### src/rtl/irq_gather.sv
module irq_gather #(
  parameter int NSRC = 15,
  parameter int DW   = 32
) (
  input  logic            clk,
  input  logic            rst_n,
  input  logic [NSRC-1:0] ev_i,
  input  logic            bus_wr,
  input  logic            bus_rd,
  input  logic [1:0]      bus_addr,
  input  logic [DW-1:0]   bus_wdata,
  output logic [DW-1:0]   bus_rdata,
  output logic            irq_o
);
  localparam logic [1:0] A_STAT = 2'd0;
  localparam logic [1:0] A_SET  = 2'd1;
  localparam logic [1:0] A_CLR  = 2'd2;
  localparam logic [1:0] A_MASK = 2'd3;
  localparam int PAD = DW - NSRC;

  logic [NSRC-1:0] status_q, en_q;
  logic [NSRC-1:0] set_bits, clr_bits;
  logic            stat_rd;

  assign stat_rd  = bus_rd && (bus_addr == A_STAT);
  assign set_bits = (bus_wr && bus_addr == A_SET) ? bus_wdata[NSRC-1:0] : '0;
  assign clr_bits = (bus_wr && bus_addr == A_CLR) ? bus_wdata[NSRC-1:0] : '0;

  always_ff @(posedge clk or negedge rst_n) begin
    if (!rst_n) begin
      status_q <= '0;
      en_q     <= '0;
    end else begin
      status_q <= (stat_rd ? '0 : status_q) | ev_i;
      en_q     <= (en_q | set_bits) & ~clr_bits;
    end
  end

  always_comb begin
    bus_rdata = '0;
    if (bus_rd) begin
      case (bus_addr)
        A_STAT:  bus_rdata = {{PAD{1'b0}}, status_q};
        A_MASK:  bus_rdata = {{PAD{1'b0}}, ~en_q};
        default: bus_rdata = '0;
      endcase
    end
  end

  assign irq_o = |(status_q & en_q);
endmodule

### config.mk
export PLATFORM = sky130hd
export DESIGN_NAME = irq_gather
export DESIGN_NICKNAME = d
export VERILOG_FILES = /design/src/rtl/irq_gather.sv
export SDC_FILE = /design/constraint.sdc
export NUM_CORES = 1
export LEC_CHECK = 0
export BUFFER_PORTS_ARGS = -buffer_cell sky130_fd_sc_hd__buf_4
export CORE_ASPECT_RATIO = 0.7
export CORE_MARGIN = 2
export CORE_UTILIZATION = 44
export DETAILED_ROUTE_END_ITERATION = 6
export PLACE_DENSITY_LB_ADDON = 0.1
export SKIP_LAST_GASP = 1
export SLEW_MARGIN = 30
export SYNTH_ARGS = -nofsm -noshare
export SYNTH_HDL_FRONTEND = slang
export SYNTH_SLANG_ARGS = --single-unit
export TNS_END_PERCENT = 30
### constraint.sdc
create_clock -name clk -period 1.3 [get_ports clk]
set_clock_uncertainty 0.1 [all_clocks]
set_input_delay 0.195 -clock clk [delete_from_list [all_inputs] [get_ports clk]]
set_output_delay 0.195 -clock clk [all_outputs]
set_load 0.005 [all_outputs]
==> summary.md <==
| Metric | Value |
|---|---|
| Status | `finished, violations left` |
| Failing checks | `setup timing` |
| Period utilization | `141%` |
| Worst Reg-to-Reg Cells | `4` |
| CTS tree | `done` |
| Core ar. | `3490 sq um` |
| Synthesized area | `1590 sq um` |
| Critical R2R Launch | `en_q[10]$_DFF_PN0_` |
| Horiz. Die Dim | `75.7 microns` |
| Worst Max-Slew Pin Slew | `0.612 ns` |
| DRT Wirelength | `4.96 mm` |
| Critical R2R Capture | `en_q[10]$_DFF_PN0_` |
| FILL cells | `243` |
| GRT busiest layer | `met2` |
| CP max stage delay | `0.40 ns` |
| Fin crit period | `1.83 ns` |
| GPL Wtd Cong | `0.788` |
| Area grow syn2layout | `69.6%` |
| Critical path class | `reg2out` |
| Initial antenna violation count | `0` |
| Post-route worst setup slack | `-0.531 ns` |
| CP Max Fanout | `2` |
| Total global-route track usage | `24.0%` |
| WHS | `0.00970 ns` |
| Switching pwr | `0.000776 W` |
| Final nets | `331` |
| Seq/Total Area, Yosys | `47.4%` |
| Pleak | `1.26 nW` |
| Maximum clock rate | `546 MHz` |
| Internal | `0.00200 W` |
| H-tree levels | `2` |
| Critical path startpoint category | `flip-flop` |
| Setup TNS | `-3.08 ns` |
| Worst Setup SP | `en_q[8]$_DFF_PN0_` |
| Slowest cell on crit path | `a222oi_1` |
| Unrepaired setup endpoints after global routing | `true` |
| GR Util met2 | `39.5%` |
| Pwr dens | `1030 nW/um^2` |
| Rows | `18` |
| Syn. warnings | `0` |
| # DRC | `0` |
| Layout Utilization | `77.0%` |
| Mapped Cells | `166` |
| Post-synthesis sequential element count | `30` |
| Vias/cell | `4.98` |
| Max_slew headroom | `59.2%` |
| Setup Viol. Count Final | `16` |
| Clock network power share | `28.4%` |
| Max Cap Viol | `0` |
| Total grt overflow | `0` |
| CP Capture Point | `irq_o` |
| Slew Limit Fails | `0` |
| Avg Synthesized Cell Area | `9.55 sq um` |
| Hold Path Class | `in2reg` |
| I/O Buffers | `51` |
| CTS clk-pin slew, worst paths | `0.07 ns` |
| Number of global-route vias before repair | `1541` |
| CTS Buf Count | `5` |
| CP endpoint kind | `output pin` |
| Yosys cell types | `21` |
| Num Clock Sinks | `30` |
| CTS root buf | `clkbuf_8` |
| Clk Latency, worst-skew pair | `0.28 ns` |
| # IOs | `86` |
| Final Hold Fails | `0` |
| Worst Path Arrival | `1.54 ns` |
| Worst IR Drop VDD | `0.000695 V` |
| Comb power frac | `30.5%` |
| Reg power frac | `41.2%` |
| Detailed Route Iter0 Violations | `106` |
| Tot Pwr | `0.00277 W` |
| Initial DRT Pass Iterations | `4` |
| Setup slack, reg-to-reg | `0.23 ns` |
| Clock buffer depth | `2` |
| Detailed placement HPWL | `3.07 mm` |
| DR WL/cell | `15.2 microns` |
| Global-route wire length before repair | `7.06 mm` |
| DIE AREA | `4110 sq um` |
| Critical-path cell list | `a222oi_1 -> and3_1 -> nand4_1 -> buf_4` |
| Initial Utilization | `45.4%` |
| Met1 usage | `29.6%` |
| Synth Flop Type | `dfrtp_1` |
| Die Y | `54.2 microns` |
| Largest net degree at the start of global routing | `31` |
| Number of synthesized flops with an enable pin | `0` |
| WP data required | `1.00 ns` |
| Antenna-violating nets left | `0` |
| Asr flop ratio synth | `100%` |
| Global Route met3 Usage | `7.73%` |
| Switching share of total power | `28.0%` |
| DR vias | `1618` |
| Layout cells sized above 1 | `41.8%` |
| Diode count | `0` |
[through the flow]
step | cells | setup slack, ns | area [sq um]
5_1_grt | 325 | -0.644 | 2690
4_1_cts | 319 | -0.554 | 2510
2_1_floorplan | 182 | 0.0545 | 1660
3_3_place_gp | 282 | -0.243 | 2100
6_report | 325 | -0.531 | 2690
3_5_place_dp | 282 | -0.273 | 2100
[cell usage after synthesis (2+ instances only)]
cell type / count / area, sq um
buf_4: 19 / 143
buf_6: 2 / 22.5
a21o_1: 14 / 105
ha_1: 4 / 50.1
buf_2: 4 / 20.0
and2_1: 2 / 12.5
nand2_1: 15 / 56.3
nand2b_1: 16 / 100
a21oi_1: 45 / 225
a22oi_1: 4 / 30.0
dfrtp_1: 30 / 751
inv_1: 2 / 7.51
[flip-flops by register name (all words and copies together), names as in the netlist]
name and count:
status_q 15, en_q 15
[power by group through the flow]
stage	clock [W]	sequential [W]	combinational [W]
final	0.000787	0.00114	0.000845
after global routing	0.000834	0.00115	0.000920
after CTS	0.000791	0.00113	0.000691
after detailed placement	0	0.00114	0.000590
after global placement	0	0.00114	0.000570
after floorplan	0	0.00113	0.000300
[cell type report]
| type | instances | area [sq um] | area share [%] |
|---|---|---|---|
| clock buffer | 7 | 86.3 | 3.21 |
| tap | 50 | 62.6 | 2.33 |
| multi-input combinational | 125 | 845 | 31.4 |
| clock inverter | 1 | 5.00 | 0.186 |
| timing repair buffer | 110 | 932 | 34.7 |
| sequential | 30 | 751 | 27.9 |
| inverter | 2 | 7.51 | 0.279 |
[cells in the final DEF, fill, tap and decap left out, drive strengths merged]
cell / n
buf: 81
a21oi: 45
dfrtp: 30
dlygate4sd3: 29
conb: 17
nand2b: 17
nand2: 16
a21o: 15
clkbuf: 7
a22oi: 4
ha: 4
and2: 2
inv: 2
a22o: 1
a221oi: 1
a222oi: 1
and3: 1
nand4: 1
clkinv: 1
[cell families (layout without fill, tap and decap cells)]
group / Yosys count / after routing / synth area share [%]
AO/OA/AOI/OAI: 67 / 67 / 25.0
AND/OR/NAND/NOR: 36 / 37 / 11.8
other: 1 / 17 / 0.237
buffers and inverters: 28 / 120 / 12.4
flip-flops: 30 / 30 / 47.4
adder cells (fa/ha/maj): 4 / 4 / 3.16
[timing repair]
action	in CTS	in global routing
setup endpoints to repair	16	31
endpoints found under the hold margin	57	1
pin swaps	2	10
cloned	0	1
setup buffers	1	4
hold buffers	28	1
resized for setup	6	27
[worst max-delay path: cells and delay by family (launching register included)]
family,cells,cell delay [ns]
AOI/OAI and AO/OA,1,0.40
DFF,1,0.38
and+or+nand+nor,2,0.31
buffers and inverters,1,0.16
[per-layer routing]
| metal | part of all wire (%) | routed length, microns |
|---|---|---|
| met1 | 43 | 2140 |
| met2 | 49 | 2440 |
| met3 | 6.2 | 308 |
| met4 | 1.5 | 76 |
| met5 | 0 | 0 |
[worst min-delay path by stage]
stage             startpoint                     to  slack, ns  cells past startpoint
2_1_floorplan          rst_n      en_q[0]$_DFF_PN0_      -0.20                      0
3_3_place_gp           rst_n  status_q[1]$_DFF_PN0_       0.04                      1
3_5_place_dp           rst_n  status_q[1]$_DFF_PN0_       0.04                      1
4_1_cts        bus_wdata[13]     en_q[13]$_DFF_PN0_      0.006                      2
5_1_grt        bus_wdata[10]     en_q[10]$_DFF_PN0_      0.003                      2
6_report       bus_wdata[10]     en_q[10]$_DFF_PN0_       0.01                      2
No activity file was read; power rests on OpenSTA's default activity.
